[src/rtl/dpram_pkg.sv]
package dpram_pkg;
  typedef enum int unsigned {
    WM_WRITE_FIRST = 0,
    WM_READ_FIRST  = 1,
    WM_NO_CHANGE   = 2
  } wmode_e;
endpackage

[src/rtl/dpram_store.sv]
module dpram_store #(
  parameter int unsigned ADDR_W = 4,
  parameter int unsigned DATA_W = 8
) (
  input  logic              clk_i,
  input  logic              a_we_i,
  input  logic [ADDR_W-1:0] a_addr_i,
  input  logic [DATA_W-1:0] a_wdata_i,
  input  logic              b_we_i,
  input  logic [ADDR_W-1:0] b_addr_i,
  input  logic [DATA_W-1:0] b_wdata_i,
  output logic [DATA_W-1:0] a_q_o,
  output logic [DATA_W-1:0] b_q_o
);
  localparam int unsigned DEPTH = 1 << ADDR_W;

  logic [DATA_W-1:0] mem_q [DEPTH];

  // B first, A last: A wins a same-address double write
  always_ff @(posedge clk_i) begin
    if (b_we_i) mem_q[b_addr_i] <= b_wdata_i;
    if (a_we_i) mem_q[a_addr_i] <= a_wdata_i;
  end

  assign a_q_o = mem_q[a_addr_i];
  assign b_q_o = mem_q[b_addr_i];
endmodule

[src/rtl/dpram_col_det.sv]
module dpram_col_det #(
  parameter int unsigned ADDR_W = 4
) (
  input  logic              a_we_i,
  input  logic [ADDR_W-1:0] a_addr_i,
  input  logic              b_we_i,
  input  logic [ADDR_W-1:0] b_addr_i,
  output logic              a_hit_o,
  output logic              b_hit_o
);
  logic same_addr;

  assign same_addr = (a_addr_i == b_addr_i);
  assign a_hit_o   = b_we_i & same_addr;
  assign b_hit_o   = a_we_i & same_addr;
endmodule

[src/rtl/dpram_port_out.sv]
module dpram_port_out #(
  parameter dpram_pkg::wmode_e MODE   = dpram_pkg::WM_WRITE_FIRST,
  parameter int unsigned       DATA_W = 8,
  parameter logic [DATA_W-1:0] MARKER = '1
) (
  input  logic              clk_i,
  input  logic              rst_ni,
  input  logic              we_i,
  input  logic [DATA_W-1:0] wdata_i,
  input  logic [DATA_W-1:0] mem_q_i,
  input  logic              hit_i,
  output logic [DATA_W-1:0] rdata_o,
  output logic              col_o
);
  logic [DATA_W-1:0] wr_val;
  logic [DATA_W-1:0] rdata_d;

  if (MODE == dpram_pkg::WM_WRITE_FIRST) begin : g_wf
    assign wr_val = wdata_i;
  end else if (MODE == dpram_pkg::WM_READ_FIRST) begin : g_rf
    assign wr_val = mem_q_i;
  end else begin : g_nc
    assign wr_val = rdata_o;
  end

  always_comb begin
    if (hit_i)     rdata_d = MARKER;
    else if (we_i) rdata_d = wr_val;
    else           rdata_d = mem_q_i;
  end

  always_ff @(posedge clk_i or negedge rst_ni) begin
    if (!rst_ni) begin
      rdata_o <= '0;
      col_o   <= 1'b0;
    end else begin
      rdata_o <= rdata_d;
      col_o   <= hit_i;
    end
  end
endmodule

[src/rtl/dpram_collide.sv]
module dpram_collide #(
  parameter int unsigned       ADDR_W = 4,
  parameter int unsigned       DATA_W = 8,
  parameter dpram_pkg::wmode_e MODE_A = dpram_pkg::WM_WRITE_FIRST,
  parameter dpram_pkg::wmode_e MODE_B = dpram_pkg::WM_WRITE_FIRST,
  parameter logic [DATA_W-1:0] MARKER = '1
) (
  input  logic              clk_i,
  input  logic              rst_ni,
  input  logic              a_we_i,
  input  logic [ADDR_W-1:0] a_addr_i,
  input  logic [DATA_W-1:0] a_wdata_i,
  output logic [DATA_W-1:0] a_rdata_o,
  output logic              a_col_o,
  input  logic              b_we_i,
  input  logic [ADDR_W-1:0] b_addr_i,
  input  logic [DATA_W-1:0] b_wdata_i,
  output logic [DATA_W-1:0] b_rdata_o,
  output logic              b_col_o
);
  logic [DATA_W-1:0] a_q, b_q;
  logic              a_hit, b_hit;

  dpram_store #(.ADDR_W(ADDR_W), .DATA_W(DATA_W)) u_store (
    .clk_i     (clk_i),
    .a_we_i    (a_we_i),
    .a_addr_i  (a_addr_i),
    .a_wdata_i (a_wdata_i),
    .b_we_i    (b_we_i),
    .b_addr_i  (b_addr_i),
    .b_wdata_i (b_wdata_i),
    .a_q_o     (a_q),
    .b_q_o     (b_q)
  );

  dpram_col_det #(.ADDR_W(ADDR_W)) u_col (
    .a_we_i   (a_we_i),
    .a_addr_i (a_addr_i),
    .b_we_i   (b_we_i),
    .b_addr_i (b_addr_i),
    .a_hit_o  (a_hit),
    .b_hit_o  (b_hit)
  );

  dpram_port_out #(.MODE(MODE_A), .DATA_W(DATA_W), .MARKER(MARKER)) u_out_a (
    .clk_i   (clk_i),
    .rst_ni  (rst_ni),
    .we_i    (a_we_i),
    .wdata_i (a_wdata_i),
    .mem_q_i (a_q),
    .hit_i   (a_hit),
    .rdata_o (a_rdata_o),
    .col_o   (a_col_o)
  );

  dpram_port_out #(.MODE(MODE_B), .DATA_W(DATA_W), .MARKER(MARKER)) u_out_b (
    .clk_i   (clk_i),
    .rst_ni  (rst_ni),
    .we_i    (b_we_i),
    .wdata_i (b_wdata_i),
    .mem_q_i (b_q),
    .hit_i   (b_hit),
    .rdata_o (b_rdata_o),
    .col_o   (b_col_o)
  );
endmodule

[config.mk]
export PLATFORM = sky130hd
export DESIGN_NAME = dpram_collide
export DESIGN_NICKNAME = d
export VERILOG_FILES = /design/src/rtl/dpram_pkg.sv /design/src/rtl/dpram_store.sv /design/src/rtl/dpram_col_det.sv /design/src/rtl/dpram_port_out.sv /design/src/rtl/dpram_collide.sv
export SDC_FILE = /design/constraint.sdc
export NUM_CORES = 1
export LEC_CHECK = 0
export ABC_CLOCK_PERIOD_IN_PS = 1500
export BUFFER_PORTS_ARGS = -buffer_cell sky130_fd_sc_hd__buf_2
export CAP_MARGIN = 5
export CORE_AREA = 2 2 114 160
export DETAILED_ROUTE_END_ITERATION = 7
export DIE_AREA = 0 0 116 162
export GPL_ROUTABILITY_DRIVEN = 0
export GPL_TIMING_DRIVEN = 0
export PLACE_DENSITY = 0.62
export SETUP_SLACK_MARGIN = 0.1
export SKIP_CTS_REPAIR_TIMING = 1
export SYNTH_ARGS = -nofsm -noshare
export SYNTH_HDL_FRONTEND = slang
export SYNTH_SLANG_ARGS = --single-unit
[constraint.sdc]
create_clock -name clk_i -period 1.5 [get_ports clk_i]
set_input_delay 0.15 -clock clk_i [delete_from_list [all_inputs] [get_ports clk_i]]
set_output_delay 0.15 -clock clk_i [all_outputs]
set_load 0.02 [all_outputs]
==> results.toml, run 1 <==
[sta]
setup_violations = 27
setup-tns-final_ns = -3.39
hold_viol_final = 0
max_freq_ghz = 0.588
post-route-min-period_ns = 1.70
rsz0062_at_grt = "yes"
slew_headroom_pct = 30.7
layout_setup_ws_ns = -0.200
drv_slew = 0
worstMarginPinSlew_ns = 1.04
clock_skew_ns = 0.00900
period_share_pct = 113

[power_and_ir_drop]
cellPowerDensity_mw_per_mm2 = 1050
power.leakage_nw = 3.53
ir_drop_mv = 0.790
power.total_mw = 10.4
pwr-share-seq_pct = 45.1
p_comb_share_pct = 14.9
p_clk_share_pct = 39.9
netSwitchingPower_mw = 2.75
p_int_mw = 7.68
p_sw_share_pct = 26.4

[cells_and_area]
layout_common_cells = "edfxtp_1, mux2_2, mux2i_1, buf_2, nand2_1"
fill_cells = 1469
area_growth_pct = 15.9
antenna_cells = 0
multi_input_area_mm2 = 0.00417
final_common_cell = "edfxtp_1"
final_util_pct = 57.4
drive_gt1_share_pct = 44.7
design_area_mm2 = 0.00990
nNetsFinal = 697
regArea_mm2 = 0.00429

[placed_design]
pre_cts_ws_ns = -0.613
placed_cell_area_mm2 = 0.00917
dp_hpwl_um = 20100
portBuffers = 38

[drt]
drtAntennaViolNets = 0
vias_per_cell = 6.53
wl_per_cell_um = 31.3
dr.first_iter.drc_count = 673
post-route-drc-count = 0
routed_wl_um = 28700
drt-pass1-iter-count = 5
via_count = 5998

[logic_synthesis]
synthAdderAreaFrac_pct = 0
yosysWarnings = 0
synthCells = 609
synth_top_family_by_area = "multiplexers"
synth_seq_cells = 146
netlist_area_mm2 = 0.00854
synth-xor-area-share_pct = 0.410
ys_seq_area_share_pct = 50.3
synth_compound_area_share_pct = 4.38
avgSynthCellArea_um2 = 14.0
synth.distinct_cells = 37
synth_fp_nets = 637
synth.area.mux_share_pct = 33.4
synthSimpleGateAreaFrac_pct = 7.89

[global_route]
overflow = 0
grt_usage_pct = 31.6
grt_first_pass_wirelength_um = 40200
grt_max_degree = 19
grt_pass1_vias = 5984
antenna_found_initial = 0

[clocking]
clock-sinks = 146
clk_pin_slew_ns = 0.06
cts_root_buf = "clkbuf_16"
cts_tree = "built"
cts_made_buffers = 17
clk_path_buf_depth = 2
htreeDepth = 4
clk-insertion-delay-late_ns = 0.43

[hold_path]
hold_path_class = "input pin to asynchronous set/reset pin"

[run_status]
status = "complete, but fails checks"
violations = "setup timing"

[setup_path]
crit_type = "input pin to register"
worst_setup_path_end_kind = "register"
r2r_cells = 3
worstPathMaxFanout = 10
arrival_ns = 1.75
cp.required_ns = 1.55
critPathLaunchType = "input pin"

[floorplan]
io_pins = 46
row_count = 57
die_h_um = 162
start_util_pct = 49.5
fp.dieW_um = 116
dieArea_mm2 = 0.0188
core_area_mm2 = 0.0173

[job]
max_cap_violations = 0
per-layer routing:
metal  wire [µm]  global-route usage [%]  part of all wire, %  vias up
li1            -                       -                    -     2511
met1       10400                    38.5                   36     3048
met2       14400                    52.2                   50      335
met3        1900                    4.48                  6.6      104
met4        2000                    20.4                  7.0        0
met5           0                       0                    0        -
cells in the mapped netlist:
cell      count  area, µm²
nand4_1      24        150
mux2_4        8        120
nor2b_1       5       31.3
buf_1         6       22.5
or3_1         2       12.5
nand2b_1      7       43.8
or2_2         2       12.5
nand3b_1      2       15.0
o21bai_1      1       7.51
or3b_2        1       8.76
inv_1         2       7.51
a22oi_1      32        240
nand3_1       9       45.0
o22ai_1       9       56.3
mux2_1        1       11.3
o21ai_0       6       30.0
dfrtp_1      18        450
a21oi_1       8       40.0
nor2_2        9       56.3
buf_2        18       90.1
nor2_1        7       26.3
nand3_2       1       10.0
nor4_2        1       12.5
mux4_2       26        586
buf_8         1       15.0
nand2_1      46        173
buf_4         7       52.6
xor2_1        4       35.0
and2_1        2       12.5
mux4_1        6        158
clkbuf_1     18       67.6
buf_6         5       56.3
mux2i_1      64        641
nor3b_2       2       25.0
nand3b_4      2       40.0
mux2_2      119       1340
edfxtp_1    128       3840
worst max-delay path, stage by stage:
cell and delay [ns]:
buf_8 0.12, buf_2 0.23, nand3b_1 0.36, o22ai_1 0.87
logic make-up (layout without fill, tap and decap cells):
| family | after synthesis | count (layout) |
|---|---|---|
| xor gates and xnor gates | 4 | 4 |
| DFF | 146 | 146 |
| buffers and inverters | 57 | 130 |
| and+or+nand+nor | 122 | 122 |
| AOI/OAI and AO/OA | 56 | 56 |
| muxes | 224 | 224 |
cell type report:
| cell class | count | share of cell area, % |
|---|---|---|
| multi-input combinational | 406 | 42.1 |
| timing repair buffer | 41 | 2.30 |
| sequential | 146 | 43.4 |
| clock buffer | 19 | 4.37 |
| buffer | 55 | 3.46 |
| clock inverter | 13 | 1.36 |
| inverter | 2 | 0.0758 |
| tap | 236 | 2.98 |
power groups by stage:
stage                     Clock (mW)  Sequential (mW)  Combinational (mW)
after floorplan                    0             4.84               0.865
after global placement             0             4.79                1.45
after detailed placement           0             4.80                1.47
after CTS                       4.17             4.71                1.48
after global routing            4.34             4.73                1.61
final                           4.17             4.71                1.56
worst paths after layout:
path	slack (ns)	endpoint	from
max	-0.20	u_store.mem_q[9][4]	b_addr_i[1]
min	0.19	u_out_a.rdata_o[6]	rst_ni
max reg2reg	-0.03	u_out_b.rdata_o[2]	u_store.mem_q[12][2]
min reg2reg	0.69	u_out_a.rdata_o[3]	u_store.mem_q[8][3]
max in group asynchronous	1.02	u_out_b.rdata_o[7]	rst_ni
min in group clk_i	0.24	u_store.mem_q[15][3]	a_wdata_i[3]
metrics by stage:
step | cells | hold slack, ns
4_1_cts | 915 | -0.344
3_3_place_gp | 883 | 0.0975
6_report | 918 | 0.186
5_1_grt | 918 | 0.231
2_1_floorplan | 609 | -0.146
3_5_place_dp | 883 | 0.109
registers in the layout, indices dropped and copies added, names as in the netlist:
register / count
u_out_a.rdata_o: 8
u_out_a.col_o: 1
u_store.mem_q: 128
u_out_b.rdata_o: 8
u_out_b.col_o: 1
Note: power is estimated with default switching activity, not from simulation.
==> run 2, diff against run 1 <==
--- a/config.mk
+++ b/config.mk
@@ -5,7 +5,7 @@
 export SDC_FILE = /design/constraint.sdc
 export NUM_CORES = 1
 export LEC_CHECK = 0
-export ABC_CLOCK_PERIOD_IN_PS = 1500
+export ABC_CLOCK_PERIOD_IN_PS = 1600
 export BUFFER_PORTS_ARGS = -buffer_cell sky130_fd_sc_hd__buf_2
 export CAP_MARGIN = 5
 export CORE_AREA = 2 2 114 160
@@ -14,6 +14,7 @@
 export GPL_ROUTABILITY_DRIVEN = 0
 export GPL_TIMING_DRIVEN = 0
 export PLACE_DENSITY = 0.62
+export RECOVER_POWER = 100
 export SETUP_SLACK_MARGIN = 0.1
 export SKIP_CTS_REPAIR_TIMING = 1
 export SYNTH_ARGS = -nofsm -noshare
==> constraint.sdc (replaced) <==
create_clock -name clk_i -period 1.6 [get_ports clk_i]
set_input_delay 0.16 -clock clk_i [delete_from_list [all_inputs] [get_ports clk_i]]
set_output_delay 0.16 -clock clk_i [all_outputs]
set_load 0.02 [all_outputs]
==> run 2 against run 1 <==
  * The flow still finishes with violations (setup timing)
  * Worst setup slack got worse by 0.0089 ns
  * Sequential share of layout area is 0.099 points higher
  * Worst hold slack better by 0.063 ns
  * Final cell count up 0.44%
  * Core utilization decreased by 0.13 points
  * Wire length about the same
  * Clock skew is 0.0025 ns lower
  * Clock-buffer cell count is 3 higher
  * Register-to-register slack improved by 0.05 ns
  * Via count shrank 0.77%
  * Power shrank 6.6%
  * Critical path depth unchanged
  * Critical path type unchanged
==> results.toml, run 2 (synthesis results as in run 1) <==
[setup_path]
critical-path-max-stage-delay_ns = 0.90
worstPathCellList = "buf_2, clkbuf_4, nand3b_1, o22ai_1"
critPathLaunchType = "input pin"
crit_type = "input pin to register"
worstPathMaxFanout = 10
worst_setup_path_end_kind = "register"
cp_slowest_cell = "o22ai_1"
arrival_ns = 1.85
cp.required_ns = 1.65

[global_route]
grt_usage_pct = 31.4
grt_max_degree = 19
grt_first_pass_wirelength_um = 40300
overflow = 0
grt_pass1_vias = 6085
antenna_found_initial = 0

[power_and_ir_drop]
power.leakage_nw = 3.49
p_int_mw = 7.16
netSwitchingPower_mw = 2.59
p_sw_share_pct = 26.6
cellPowerDensity_mw_per_mm2 = 987
pwr-share-seq_pct = 45.4
p_comb_share_pct = 14.7
power.total_mw = 9.75
ir_drop_mv = 0.612
p_clk_share_pct = 39.9

[run_status]
status = "complete, but fails checks"
violations = "setup timing"

[clocking]
clk_path_buf_depth = 2
clk-insertion-delay-late_ns = 0.43
cts_made_buffers = 17
cts_root_buf = "clkbuf_16"
htreeDepth = 4
cts_tree = "built"
clk_pin_slew_ns = 0.06
clock-sinks = 146

[sta]
worstMarginPinSlew_ns = 1.08
drv_slew = 0
max_freq_ghz = 0.553
rsz0062_at_grt = "yes"
hold_viol_final = 0
post-route-min-period_ns = 1.81
layout_setup_ws_ns = -0.209
setup-tns-final_ns = -3.58
period_share_pct = 113
clock_skew_ns = 0.00651
slew_headroom_pct = 28.2
setup_violations = 34

[drt]
drtAntennaViolNets = 0
vias_per_cell = 6.46
drt-pass1-iter-count = 6
dr.first_iter.drc_count = 598
routed_wl_um = 28700
wl_per_cell_um = 31.1
post-route-drc-count = 0
via_count = 5952

[placed_design]
pre_cts_ws_ns = -0.739
portBuffers = 38
dp_hpwl_um = 19900
placed_cell_area_mm2 = 0.00909

[cells_and_area]
area_growth_pct = 15.6
nNetsFinal = 701
final_common_cell = "edfxtp_1"
design_area_mm2 = 0.00988
layout_common_cells = "edfxtp_1, mux2_2, mux2i_1, nand2_1, clkbuf_1"
drive_gt1_share_pct = 41.5
fill_cells = 1470
antenna_cells = 0
largest_register = "u_store.mem_q"
final_util_pct = 57.2
largest_registers = "u_store.mem_q: 128 flops, u_out_a.rdata_o: 8 flops, u_out_b.rdata_o: 8 flops"
largest_register_ffs = 128

[floorplan]
fp.dieW_um = 116
io_pins = 46
start_util_pct = 49.5
row_count = 57
dieArea_mm2 = 0.0188
core_area_mm2 = 0.0173
die_h_um = 162

[hold_path]
hold_path_class = "input pin to register"

[job]
max_cap_violations = 0
-- run 2: critical path, delay by kind of cell --
kind            cells  cell delay [ns]
compound gates      1             0.90
buf+inv             2             0.43
simple gates        1             0.35
-- run 2: path summary, 6_finish.rpt --
path / from / to / slack (ns) / cells past startpoint
worst min-delay path: b_wdata_i[6] / u_store.mem_q[8][6] / 0.25 / 2
worst max-delay path: b_addr_i[1] / u_store.mem_q[9][5] / -0.21 / 4
min in group asynchronous: rst_ni / u_out_a.rdata_o[2] / 0.41 / 2
worst min register to register: u_store.mem_q[8][6] / u_out_b.rdata_o[6] / 0.70 / 4
worst max register to register: u_store.mem_q[15][0] / u_out_b.rdata_o[0] / 0.02 / 3
max in group asynchronous: rst_ni / u_out_b.rdata_o[7] / 0.60 / 2
-- run 2: area by class of cell --
class	instances	area, µm²	share of cell area, %
flip-flops and latches	146	4290	43.5
well taps	236	295	2.99
plain buffers	55	293	2.96
multi-input cells	406	4150	42.0
repair buffers	45	270	2.74
clock buffers	22	508	5.14
inverters	2	7.51	0.0760
clock inverters	10	65.1	0.658
-- run 2: per-layer routing --
layer,part of all wire [%],wire length [µm],GRT usage (%)
met1,36,10400,37.1
met2,50,14300,51.9
met3,5.8,1680,4.03
met4,8.0,2300,23.3
met5,0,0,0
-- run 2: power groups by stage --
stage | logic [mW] | registers (mW) | clock network, mW
after floorplan | 0.793 | 4.54 | 0
after global placement | 1.34 | 4.49 | 0
after detailed placement | 1.36 | 4.50 | 0
after CTS | 1.36 | 4.42 | 3.90
after global routing | 1.48 | 4.44 | 4.05
final | 1.44 | 4.42 | 3.89
-- run 2: stage by stage --
step | hold WS (ns) | cells
floorplan | -0.136 | 609
global placement | 0.103 | 883
detailed placement | 0.115 | 883
CTS | -0.330 | 915
global route | 0.239 | 922
finish | 0.249 | 922
==> run 3, diff against run 2 <==
--- a/config.mk
+++ b/config.mk
@@ -5,12 +5,12 @@
 export SDC_FILE = /design/constraint.sdc
 export NUM_CORES = 1
 export LEC_CHECK = 0
-export ABC_CLOCK_PERIOD_IN_PS = 1600
+export ABC_CLOCK_PERIOD_IN_PS = 2300
 export BUFFER_PORTS_ARGS = -buffer_cell sky130_fd_sc_hd__buf_2
 export CAP_MARGIN = 5
-export CORE_AREA = 2 2 114 160
+export CORE_AREA = 3 3 115 161
 export DETAILED_ROUTE_END_ITERATION = 7
-export DIE_AREA = 0 0 116 162
+export DIE_AREA = 0 0 118 164
 export GPL_ROUTABILITY_DRIVEN = 0
 export GPL_TIMING_DRIVEN = 0
 export PLACE_DENSITY = 0.62
==> constraint.sdc (replaced) <==
create_clock -name clk_i -period 2.3 [get_ports clk_i]
set_input_delay 0.23 -clock clk_i [delete_from_list [all_inputs] [get_ports clk_i]]
set_output_delay 0.23 -clock clk_i [all_outputs]
set_load 0.02 [all_outputs]
==> run 3 against run 2 <==
  * The run now ends clean
  * Die area increased by 3.0%
  * Design area decreased by 3.5%
  * Wire length increased by 0.51%
  * Critical path type unchanged
  * Highest routed layer unchanged
==> results.toml, run 3 (synthesis results as in run 1) <==
[placed_design]
portBuffers = 38
dp_hpwl_um = 20000
dpl.cell_count = 885

[floorplan]
row_count = 57
start_util_pct = 49.3
dieArea_mm2 = 0.0194
die_h_um = 164
io_pins = 46
fp.dieW_um = 118
core_area_mm2 = 0.0173

[sta]
post-route-min-period_ns = 2.07
clock_skew_ns = 0.0102
hold_viol_final = 0
max_freq_ghz = 0.483
rsz0062_at_grt = "no"
setup_violations = 0
slew_headroom_pct = 26.6
drv_slew = 0
worstMarginPinSlew_ns = 1.10
period_share_pct = 90.0
hold_ws_ns = 0.282

[power_and_ir_drop]
pwr-share-seq_pct = 45.7
p_comb_share_pct = 13.9
ir_drop_mv = 0.444
cellPowerDensity_mw_per_mm2 = 706
p_clk_share_pct = 40.4
power.total_mw = 6.74
p_sw_share_pct = 26.3
netSwitchingPower_mw = 1.77
power.leakage_nw = 3.39
p_int_mw = 4.97

[global_route]
grt_max_degree = 19
antenna_found_initial = 0
grt_usage_pct = 30.1
overflow = 0
grt_pass1_vias = 6006
grt_first_pass_wirelength_um = 40700

[cells_and_area]
antenna_cells = 0
final_common_cell = "edfxtp_1"
multi_input_area_mm2 = 0.00387
instances_no_fill = 921
layout_common_cells = "edfxtp_1, mux2_2, mux2i_1, clkbuf_1, nand2_1"
area_growth_pct = 11.6
fill_cells = 1475
largest_register_ffs = 128
largest_register = "u_store.mem_q"
nNetsFinal = 700
regArea_mm2 = 0.00429
largest_registers = "u_store.mem_q: 128 flops, u_out_a.rdata_o: 8 flops, u_out_b.rdata_o: 8 flops"
drive_gt1_share_pct = 33.3

[setup_path]
worst_setup_path_end_kind = "register"
cp.required_ns = 2.36
worstPathMaxFanout = 10
arrival_ns = 2.13
critPathLaunchType = "input pin"
crit_type = "input pin to register"

[drt]
post-route-drc-count = 0
drtAntennaViolNets = 0
drt-pass1-iter-count = 5
routed_wl_um = 28800
vias_per_cell = 6.52
dr.first_iter.drc_count = 839
via_count = 6007
wl_per_cell_um = 31.3

[clocking]
clk_pin_slew_ns = 0.06
clk-insertion-delay-late_ns = 0.43
clk_path_buf_depth = 2
clock-sinks = 146
cts_tree = "built"
cts_root_buf = "clkbuf_16"
cts_made_buffers = 17
htreeDepth = 4

[job]
max_cap_violations = 0

[run_status]
status = "complete, no violations"

[hold_path]
hold_path_class = "input pin to register"
## run 3: cell types whose count changed in the layout (fill, tap and decap cells not counted), moves of 5 or more
cell      change
nor2_2        -6
a22oi_2      -15
o21ai_0       +5
nor2_1        +7
o22ai_4       -6
mux2_1        +8
a22oi_1      +15
clkbuf_1      +5
o22ai_1       +7
o21ai_4       -5
mux2_4        -6
## run 3: final timing paths
check	startpoint	end	slack, ns	cells past startpoint
worst max-delay path	a_addr_i[3]	u_store.mem_q[2][5]	0.23	7
worst max register to register	u_store.mem_q[14][3]	u_out_b.rdata_o[3]	0.58	3
min in group asynchronous	rst_ni	u_out_a.rdata_o[2]	0.47	2
max in group asynchronous	rst_ni	u_out_b.rdata_o[5]	1.25	2
worst min register to register	u_store.mem_q[10][0]	u_out_b.rdata_o[0]	0.70	4
worst min-delay path	a_wdata_i[4]	u_store.mem_q[5][4]	0.28	2
## run 3: layout make-up
cell class              instances  area share, %
well taps                     236           3.10
inverters                       2         0.0787
repair buffers                 44           2.09
flip-flops and latches        146           45.0
plain buffers                  55           3.02
multi-input cells             406           40.6
clock inverters                11          0.722
clock buffers                  21           5.39
## run 3: routing by layer
layer | share of wire (%) | vias up | track usage [%] | wire length [µm]
li1 | - | 2524 | - | -
met1 | 36 | 3014 | 36.1 | 10300
met2 | 49 | 368 | 50.2 | 14100
met3 | 7.9 | 101 | 4.68 | 2270
met4 | 7.4 | 0 | 20.5 | 2150
met5 | 0 | - | 0 | 0
## run 3: metrics by stage
| stage | cell area, µm² | util [%] | setup WS [ns] | setup TNS, ns |
|---|---|---|---|---|
| 2_1_floorplan | 8540 | - | 0.247 | 0 |
| 3_3_place_gp | 9030 | 52.1 | -0.488 | -17.30 |
| 3_5_place_dp | 9040 | 52.2 | -0.368 | -9.84 |
| 4_1_cts | 9630 | 55.6 | 0.0776 | 0 |
| 5_1_grt | 9540 | 55.0 | 0.132 | 0 |
| 6_report | 9540 | 55.0 | 0.231 | 0 |
## run 3: worst max-delay path, stage by stage
cell and delay (ns):
clkbuf_1 0.10, clkbuf_1 0.25, nor3b_1 0.48, nand2b_1 0.12, clkbuf_1 0.32, o21ai_0 0.17
clkbuf_1 0.47
## run 3: power groups by stage
stage,registers [mW],logic (mW),clock network (mW)
2_1_floorplan,3.16,0.543,0
3_3_place_gp,3.12,0.923,0
3_5_place_dp,3.13,0.940,0
4_1_cts,3.07,0.944,2.73
5_1_grt,3.09,0.975,2.84
6_report,3.08,0.938,2.72
